### config.mk
export PLATFORM = sky130hd
export DESIGN_NAME = hb_interlock
export DESIGN_NICKNAME = d
export VERILOG_FILES = /design/src/rtl/hb_pkg.sv /design/src/rtl/hb_sync.sv /design/src/rtl/hb_wait_timer.sv /design/src/rtl/hb_seq.sv /design/src/rtl/hb_interlock.sv
export SDC_FILE = /design/constraint.sdc
export NUM_CORES = 1
export LEC_CHECK = 0
export BUFFER_PORTS_ARGS = -buffer_cell sky130_fd_sc_hd__buf_4
export CORE_MARGIN = 5
export CORE_UTILIZATION = 59
export DETAILED_ROUTE_END_ITERATION = 8
export PLACE_DENSITY = 0.79
export SYNTH_ARGS = -nofsm -noshare
export SYNTH_HDL_FRONTEND = slang
export SYNTH_SLANG_ARGS = --single-unit
export TNS_END_PERCENT = 1
### constraint.sdc
create_clock -name clk -period 3.75 [get_ports clk]
set_input_delay 0.375 -clock clk [delete_from_list [all_inputs] [get_ports clk]]
set_output_delay 0.375 -clock clk [all_outputs]
set_load 0.005 [all_outputs]
### src/rtl/hb_pkg.sv
package hb_pkg;

    typedef enum logic [2:0] {
        ST_IDLE    = 3'd0,
        ST_WAIT_HI = 3'd1,
        ST_HI      = 3'd2,
        ST_WAIT_LO = 3'd3,
        ST_LO      = 3'd4
    } hb_state_e;

    typedef enum logic [1:0] {
        REQ_NONE = 2'd0,
        REQ_HI   = 2'd1,
        REQ_LO   = 2'd2
    } hb_req_e;

    typedef struct packed {
        logic cmd_hi;
        logic cmd_lo;
        logic hi_dis;
        logic lo_dis;
        logic uv_main;
        logic uv_float;
    } hb_in_s;

    localparam int HB_IN_W = $bits(hb_in_s);

    // Resolve commands and supply flags into a single side request.
    function automatic hb_req_e hb_decode(input hb_in_s x);
        hb_req_e r;
        r = REQ_NONE;
        if (!x.uv_main) begin
            if (x.cmd_hi && !x.cmd_lo && !x.uv_float)
                r = REQ_HI;
            else if (x.cmd_lo && !x.cmd_hi)
                r = REQ_LO;
        end
        return r;
    endfunction

    function automatic logic hb_is_wait(input hb_state_e s);
        return (s == ST_WAIT_HI) || (s == ST_WAIT_LO);
    endfunction

endpackage

### src/rtl/hb_sync.sv
module hb_sync #(
    parameter int W      = 1,
    parameter int STAGES = 2
) (
    input  logic         clk,
    input  logic         rst,
    input  logic [W-1:0] d_i,
    output logic [W-1:0] q_o
);
    localparam int LAST = STAGES - 1;

    for (genvar b = 0; b < W; b++) begin : g_bit
        logic [STAGES-1:0] chain_q;
        always_ff @(posedge clk) begin
            if (rst) chain_q <= '0;
            else     chain_q <= {chain_q[STAGES-2:0], d_i[b]};
        end
        assign q_o[b] = chain_q[LAST];
    end

endmodule

### src/rtl/hb_wait_timer.sv
module hb_wait_timer #(
    parameter int CNT_W = 8
) (
    input  logic             clk,
    input  logic             rst,
    input  logic             in_wait_i,
    input  logic             restart_i,
    input  logic [CNT_W-1:0] limit_i,
    output logic             fault_o
);
    localparam logic [CNT_W-1:0] CNT_MAX = '1;

    logic [CNT_W-1:0] cnt_q;

    always_ff @(posedge clk) begin
        if (rst)
            cnt_q <= '0;
        else if (!in_wait_i || restart_i)
            cnt_q <= '0;
        else if (cnt_q != CNT_MAX)
            cnt_q <= cnt_q + 1'b1;
    end

    assign fault_o = in_wait_i && (limit_i != '0) && (cnt_q >= limit_i);

endmodule

### src/rtl/hb_seq.sv
module hb_seq
    import hb_pkg::*;
(
    input  logic      clk,
    input  logic      rst,
    input  hb_req_e   req_i,
    input  logic      hi_dis_i,
    input  logic      lo_dis_i,
    input  logic      fault_i,
    output hb_state_e state_o,
    output logic      in_wait_o,
    output logic      restart_o,
    output logic      gate_hi_o,
    output logic      gate_lo_o
);
    hb_state_e state_q, state_d;
    logic      gate_hi_q, gate_lo_q;

    // Where to go when the current request no longer matches this side.
    function automatic hb_state_e leave(input hb_req_e r);
        case (r)
            REQ_HI:  return ST_WAIT_HI;
            REQ_LO:  return ST_WAIT_LO;
            default: return ST_IDLE;
        endcase
    endfunction

    always_comb begin
        state_d = state_q;
        case (state_q)
            ST_IDLE:    state_d = leave(req_i);
            ST_WAIT_HI: begin
                if (req_i != REQ_HI)            state_d = leave(req_i);
                else if (lo_dis_i && !fault_i)  state_d = ST_HI;
            end
            ST_HI:      if (req_i != REQ_HI) state_d = leave(req_i);
            ST_WAIT_LO: begin
                if (req_i != REQ_LO)            state_d = leave(req_i);
                else if (hi_dis_i && !fault_i)  state_d = ST_LO;
            end
            ST_LO:      if (req_i != REQ_LO) state_d = leave(req_i);
            default:    state_d = ST_IDLE;
        endcase
    end

    always_ff @(posedge clk) begin
        if (rst) begin
            state_q   <= ST_IDLE;
            gate_hi_q <= 1'b0;
            gate_lo_q <= 1'b0;
        end else begin
            state_q   <= state_d;
            gate_hi_q <= (state_d == ST_HI);
            gate_lo_q <= (state_d == ST_LO);
        end
    end

    assign state_o   = state_q;
    assign in_wait_o = hb_is_wait(state_q);
    assign restart_o = (state_d != state_q);
    assign gate_hi_o = gate_hi_q;
    assign gate_lo_o = gate_lo_q;

endmodule

### src/rtl/hb_interlock.sv
module hb_interlock
    import hb_pkg::*;
#(
    parameter int TMO_W       = 8,
    parameter int SYNC_STAGES = 2
) (
    input  logic             clk,
    input  logic             rst,
    input  logic             cmd_hi_i,
    input  logic             cmd_lo_i,
    input  logic             hi_dis_i,
    input  logic             lo_dis_i,
    input  logic             uv_main_i,
    input  logic             uv_float_i,
    input  logic [TMO_W-1:0] tmo_limit_i,
    output logic             gate_hi_o,
    output logic             gate_lo_o,
    output logic             uv_stat_n_o,
    output logic             fault_o
);
    hb_in_s            in_raw, in_s;
    logic [HB_IN_W-1:0] in_s_vec;
    hb_req_e           req;
    hb_state_e         state;
    logic              in_wait, restart, tmo_fault;
    logic              uv_stat_n_q;

    assign in_raw = '{cmd_hi:   cmd_hi_i,
                      cmd_lo:   cmd_lo_i,
                      hi_dis:   hi_dis_i,
                      lo_dis:   lo_dis_i,
                      uv_main:  uv_main_i,
                      uv_float: uv_float_i};

    hb_sync #(.W(HB_IN_W), .STAGES(SYNC_STAGES)) u_sync (
        .clk (clk),
        .rst (rst),
        .d_i (in_raw),
        .q_o (in_s_vec)
    );
    assign in_s = hb_in_s'(in_s_vec);
    assign req  = hb_decode(in_s);

    hb_wait_timer #(.CNT_W(TMO_W)) u_tmr (
        .clk       (clk),
        .rst       (rst),
        .in_wait_i (in_wait),
        .restart_i (restart),
        .limit_i   (tmo_limit_i),
        .fault_o   (tmo_fault)
    );

    hb_seq u_seq (
        .clk       (clk),
        .rst       (rst),
        .req_i     (req),
        .hi_dis_i  (in_s.hi_dis),
        .lo_dis_i  (in_s.lo_dis),
        .fault_i   (tmo_fault),
        .state_o   (state),
        .in_wait_o (in_wait),
        .restart_o (restart),
        .gate_hi_o (gate_hi_o),
        .gate_lo_o (gate_lo_o)
    );

    always_ff @(posedge clk) begin
        if (rst) uv_stat_n_q <= 1'b1;
        else     uv_stat_n_q <= ~in_s.uv_main;
    end

    assign uv_stat_n_o = uv_stat_n_q;
    assign fault_o     = tmo_fault;

endmodule

; ---- Yosys cells after proc, flatten, opt, wreduce, memory -nomap -nowiden
; Cells that the tools add are included.
[totals]
regBits = 26
input_bits = 16
output_inout_bits = 4
[op_classes]
n_addsub = 1
order_cmp = 1
eq_ne = 12
muxes = 11
bitwise_logic = 1
reduce_logical = 17
[op_table]
columns = operator, n
row1 = 3-bit 2-to-1 mux, 6
row2 = 3-bit one-hot mux with 5 select lines, 1
row3 = "3-bit by 2-bit equality test with 1-bit output, second input constant", 3
row4 = "8-bit by 1-bit adder with 8-bit output, second input constant", 1
row5 = 8-bit greater-or-equal comparator, 1
row6 = "8-bit inequality test, second input constant", 1
row7 = 8-bit nonzero test, 1
row8 = 1-bit logical AND, 7
row9 = "3-bit equality test, second input constant", 2
row10 = 2-bit 2-to-1 mux, 3
row11 = 1-bit zero test, 5
row12 = 2-bit one-hot mux with 2 select lines, 1
row13 = "3-bit by 1-bit equality test with 1-bit output, second input constant", 1
row14 = 3-bit zero test, 1
row15 = 3-bit inequality test, 1
row16 = "2-bit by 1-bit equality test with 1-bit output, second input constant", 1
row17 = "2-bit equality test, second input constant", 1
row18 = 1-bit logical OR, 2
row19 = "2-bit by 1-bit inequality test with 1-bit output, second input constant", 1
row20 = "2-bit inequality test, second input constant", 1
row21 = 2-bit OR reduction, 1
row22 = 1-bit inverter, 1

; ---- Longest topological paths before layout
[logic_depth]
word_depth = 12
depth_mapped = 10

; ---- Cells and area by module
; From an unflattened synthesis, not the netlist that was laid out.
[hier_totals]
cells_unflattened = 148
area_unflattened_um2 = 1467.7
[modules_own_cells]
columns = module, instances, cells_each, area_each_um2, seq_area_each_um2
row1 = hb_wait_timer, 1, 66, 574.3, 160.2
row2 = hb_seq, 1, 47, 432.9, 100.1
row3 = hb_sync, 1, 31, 411.6, 240.2
row4 = hb_interlock, 1, 4, 48.8, 20.0

; ---- Worst setup path before layout
; Ideal clock, no wire load.
[synth_timing]
path_type = register -> register
startpoint = register u_tmr.cnt_q[0]
endpoint = register u_tmr.cnt_q[0]
setup_ns = 0.133
arrival_ns = 2.196
required_ns = 3.617
slack_ns = 1.421
path_stages_with_launch = 10
n_path_buf = 0
cell_sequence = dfxtp_1 > inv_1 > ha_1 > nand2b_1 > a2111o_1 > a21oi_1 > or2_4 > o211a_4 > mux2i_4 > nor4_2
[synth_via]
elab_chain_len = 10
word_cells_on_any_way = 15
[synth_lines]
columns = element, line_no
row1 = from (decl), hb_wait_timer.sv:13  ; logic [CNT_W-1:0] cnt_q;
row2 = from (signal assigned), hb_wait_timer.sv:21  ; cnt_q <= cnt_q + 1'b1;
row3 = 8-bit greater-or-equal comparator, hb_wait_timer.sv:24  ; assign fault_o = in_wait_i && (limit_i != '0) && (cnt_q >= limit_i);
row4 = 1-bit logical AND, hb_wait_timer.sv:24
row5 = 1-bit zero test, "hb_seq.sv:34, hb_seq.sv:39"
row6 = "1-bit logical AND, on equally long branches", "hb_seq.sv:39, hb_seq.sv:34"
row7 = "3-bit 2-to-1 mux, on equally long branches", "hb_seq.sv:39, hb_seq.sv:34"
row8 = "3-bit 2-to-1 mux, on equally long branches", "hb_seq.sv:38, hb_seq.sv:33"
row9 = 3-bit one-hot mux with 5 select lines, hb_seq.sv:30  ; case (state_q)
row10 = 3-bit inequality test, hb_seq.sv:60  ; assign restart_o = (state_d != state_q);
row11 = 1-bit logical OR, hb_wait_timer.sv:18  ; else if (!in_wait_i || restart_i)
row12 = 2-bit OR reduction (no line), --
; Several ways; a longest one is shown, not always the timed one.
; A chain may end at the register's enable or synchronous reset.

; ---- Worst setup path in the final report
[layout_timing]
startpoint = register u_tmr.cnt_q[0]
endpoint = output fault_o
[layout_via]
elab_chain_len = 2
[layout_lines]
columns = element, line_no
row1 = 8-bit greater-or-equal comparator, hb_wait_timer.sv:24
row2 = 1-bit logical AND, hb_wait_timer.sv:24
row3 = to (decl), hb_interlock.sv:19  ; output logic fault_o
; Every way passes these cells.

==> results.sh <==
export IMPL_run_status="complete, no violations"
export IMPL_synth_net_count=164
export IMPL_worst_slack_on_hold_paths_ns=0.267
export IMPL_worstPathArrival_ns=2.25
export IMPL_syn_inst=139
export IMPL_final_min_clock_period_ns=2.62
export IMPL_power_share_sequential=0.611
export IMPL_cellInternalPower_mw=0.367
export IMPL_clock_skew_final_ns=0.00123
export IMPL_grt_overflow_total=0
export IMPL_hold_path_class="primary input to register"
export IMPL_synth_ff_latch_count=26
export IMPL_fp_dieW_um=57.5
export IMPL_tritoncts_num_buffers=3
export IMPL_hpwlAfterDp_um=2020
export IMPL_timing_worst_slew_pin_value_ns=0.566
export IMPL_post_route_drc_count=0
export IMPL_number_of_input_and_output_port_buffers_inserted=19
export IMPL_relative_area_change_from_synthesis_to_final_layout_pct=14.6
export IMPL_worst_ir_drop_vdd_v=0.000327
export IMPL_num_antenna_cells=0
export IMPL_core_area_sq_mm=0.00219
export IMPL_clkLatencyLatePin_ns=0.31
export IMPL_worst_path_class_setup="register to output pin"
export IMPL_yosys_cell_count_top_type="sky130_fd_sc_hd__dfxtp_1"
export IMPL_cts_setup_buffers=0
export IMPL_comb_power_share=0.101
export IMPL_grtUsageMet1=0.204
export IMPL_final_critical_path_setup_slack_ns=1.13
export IMPL_sink_count_of_the_clock_tree=26
export IMPL_dp_slack_ns=1.13
export IMPL_routedWlPerCell_um=13.6
export IMPL_yosys_area_top_type_share=0.391
export IMPL_deepest_clock_path_buffer_count=2
export IMPL_max_slew_margin=0.623
export IMPL_net_switching_power_mw=0.104
export IMPL_worst_setup_path_end_kind="output pin"
export IMPL_design_portCount=20
export IMPL_initial_core_util=0.608
export IMPL_grt_pass1_wl_um=4240
export IMPL_design_final_nets=185
export IMPL_clock_root_buffer="sky130_fd_sc_hd__clkbuf_4"
export IMPL_drtPass1Iterations=4
export IMPL_die_h_um=57.5
export IMPL_floorplan_die_area_sq_mm=0.00331
export IMPL_count_of_standard_cell_rows=17
export IMPL_synth_top_cells_by_count="sky130_fd_sc_hd__dfxtp_1 (26), sky130_fd_sc_hd__nor2b_1 (13), sky130_fd_sc_hd__inv_1 (11)"
export IMPL_ys_top_cells_by_area="sky130_fd_sc_hd__dfxtp_1 (39%), sky130_fd_sc_hd__ha_1 (8.5%), sky130_fd_sc_hd__nor4_2 (6.6%)"
export IMPL_finalInstanceArea_sq_mm=0.00153
export IMPL_drive_gt1_frac=0.239
export IMPL_vias_per_std_cell=5.75
export IMPL_cts_repair_resize_count=0
export IMPL_maxClockFrequency_mhz=382
export IMPL_routabilityCongestion=0.807
export IMPL_synthesis_area_per_instance_sq_um=9.58
export IMPL_sequential_area_share_after_synthesis=0.391
export IMPL_rsz_0062_raised_after_global_routing="false"
export IMPL_dpl_cell_area_sq_mm=0.00149
export IMPL_antenna_left=0
export IMPL_drt_initial_drc_count=38
export IMPL_overall_routed_net_length_um=2540
export IMPL_maximum_fanout_encountered_on_the_critical_timing_path=5
export IMPL_setup_viol=0
export IMPL_fillers=182
export IMPL_number_of_different_library_cells_in_the_post_synthesis_netlist=42
export IMPL_cts_htree_levels=1
export IMPL_leakagePower_nw=0.626
export IMPL_hold_buffers=0
export IMPL_cts_tree="yes"
export IMPL_setup_worst_path_start_class="register"
export IMPL_timing_max_transition_violations_final=0
export IMPL_power_frac_clock=0.288
export IMPL_track_usage=0.164
export IMPL_count_of_maximum_capacitance_violations=0
export IMPL_path_clk_slew_ns=0.13
export IMPL_dominant_register_cell_in_the_synthesized_netlist="sky130_fd_sc_hd__dfxtp_1"
export IMPL_powerDensity_mw_per_mm2=309
export IMPL_initial_antenna_violation_count=0
export IMPL_switching_share=0.220
export IMPL_synth_async_sr_flop_share=0
export IMPL_busiest_layer="met2"
export IMPL_fin_crit_sh=0.699
export IMPL_synth_edf_count=0
export IMPL_post_synth_top_area_cell="sky130_fd_sc_hd__dfxtp_1"
export IMPL_finalHoldViolCount=0
export IMPL_totalNegativeSetupSlack_ns=0
export IMPL_grt_start_max_net_pins=19
export IMPL_ys_warnings_count=0
export IMPL_vias=1075
export IMPL_grt_pass1_vias=999
export IMPL_required_ns=3.38
export IMPL_grt_met3_usage=0.0407
export IMPL_global_route_usage_met2=0.266
export IMPL_syn_area_sq_mm=0.00133
[worst max-delay path: stages, from the launching register on]
cell                       delay (ns)
sky130_fd_sc_hd__dfxtp_1         0.46
sky130_fd_sc_hd__inv_1           0.07
sky130_fd_sc_hd__ha_1            0.27
sky130_fd_sc_hd__nand2b_1        0.14
sky130_fd_sc_hd__a2111o_1        0.40
sky130_fd_sc_hd__a21oi_1         0.24
sky130_fd_sc_hd__or2_4           0.20
sky130_fd_sc_hd__inv_1           0.04
sky130_fd_sc_hd__buf_4           0.12
[registers in the layout (all words and copies together), names as in the netlist]
register / cells
u_sync.g_bit.chain_q: 12
u_tmr.cnt_q: 8
u_seq.state_o: 3
u_seq.gate_hi_o: 1
u_seq.gate_lo_o: 1
uv_stat_n_o: 1
[kinds of logic after synthesis]
group           Yosys count  synth area share
compound gates           21             0.114
xor+xnor                  4            0.0263
fa+ha+maj                 9            0.0846
buf+inv                  15            0.0489
flops                    26             0.391
mux                       3            0.0320
simple gates             61             0.304
[power by group through the flow]
stage,registers [mW],clock network [mW],logic [mW]
floorplan,0.293,0,0.0297
global placement,0.293,0,0.0460
finish,0.288,0.135,0.0478
global route,0.289,0.153,0.0536
detailed placement,0.294,0,0.0481
CTS,0.288,0.140,0.0482
[cells in the final DEF (no fill, tap or decap), types with 2 or more instances in the layout]
| cell type | count |
|---|---|
| sky130_fd_sc_hd__dfxtp_1 | 26 |
| sky130_fd_sc_hd__buf_4 | 19 |
| sky130_fd_sc_hd__nor2b_1 | 13 |
| sky130_fd_sc_hd__inv_1 | 11 |
| sky130_fd_sc_hd__nand2_1 | 9 |
| sky130_fd_sc_hd__nor2_1 | 9 |
| sky130_fd_sc_hd__ha_1 | 9 |
| sky130_fd_sc_hd__a21oi_1 | 7 |
| sky130_fd_sc_hd__nor4_2 | 7 |
| sky130_fd_sc_hd__nand2b_1 | 5 |
| sky130_fd_sc_hd__nand4_1 | 3 |
| sky130_fd_sc_hd__clkbuf_4 | 3 |
| sky130_fd_sc_hd__o21ai_0 | 2 |
| sky130_fd_sc_hd__o21ai_1 | 2 |
| sky130_fd_sc_hd__or4_1 | 2 |
| sky130_fd_sc_hd__a32oi_1 | 2 |
| sky130_fd_sc_hd__xor2_1 | 2 |
| sky130_fd_sc_hd__mux2i_1 | 2 |
| sky130_fd_sc_hd__xnor2_1 | 2 |
| sky130_fd_sc_hd__nor4_1 | 2 |
[per-stage QoR]
stage,util,total power [mW],cells
detailed placement,0.680,0.342,183
floorplan,-,0.322,139
CTS,0.696,0.476,187
global route,0.696,0.495,187
finish,0.696,0.471,187
global placement,0.680,0.339,183
[worst paths after layout]
path / start / endpoint / slack (ns) / depth (start not counted)
setup / recovery: u_tmr.cnt_q[0] / fault_o / 1.13 / 8
hold / removal: uv_main_i / u_sync.g_bit[1].chain_q[0] / 0.27 / 2
setup reg to reg: u_tmr.cnt_q[0] / u_tmr.cnt_q[2] / 1.13 / 9
hold reg to reg: u_sync.g_bit[0].chain_q[0] / u_sync.g_bit[0].chain_q[1] / 0.45 / 1
[area by class of cell]
cell class              instances  area, sq um  area share
inverters                      12         45.0      0.0295
flip-flops and latches         26          520       0.341
multi-input cells              98          746       0.489
repair buffers                 19          143      0.0935
well taps                      28         35.0      0.0230
clock buffers                   4         36.3      0.0238
[metal layers]
metal  up-vias  wire, um
li1        534         -
met1       477      1140
met2        50      1160
met3        14       163
met4         0        74
met5         -         0
Power figures use the tool's default switching activity.
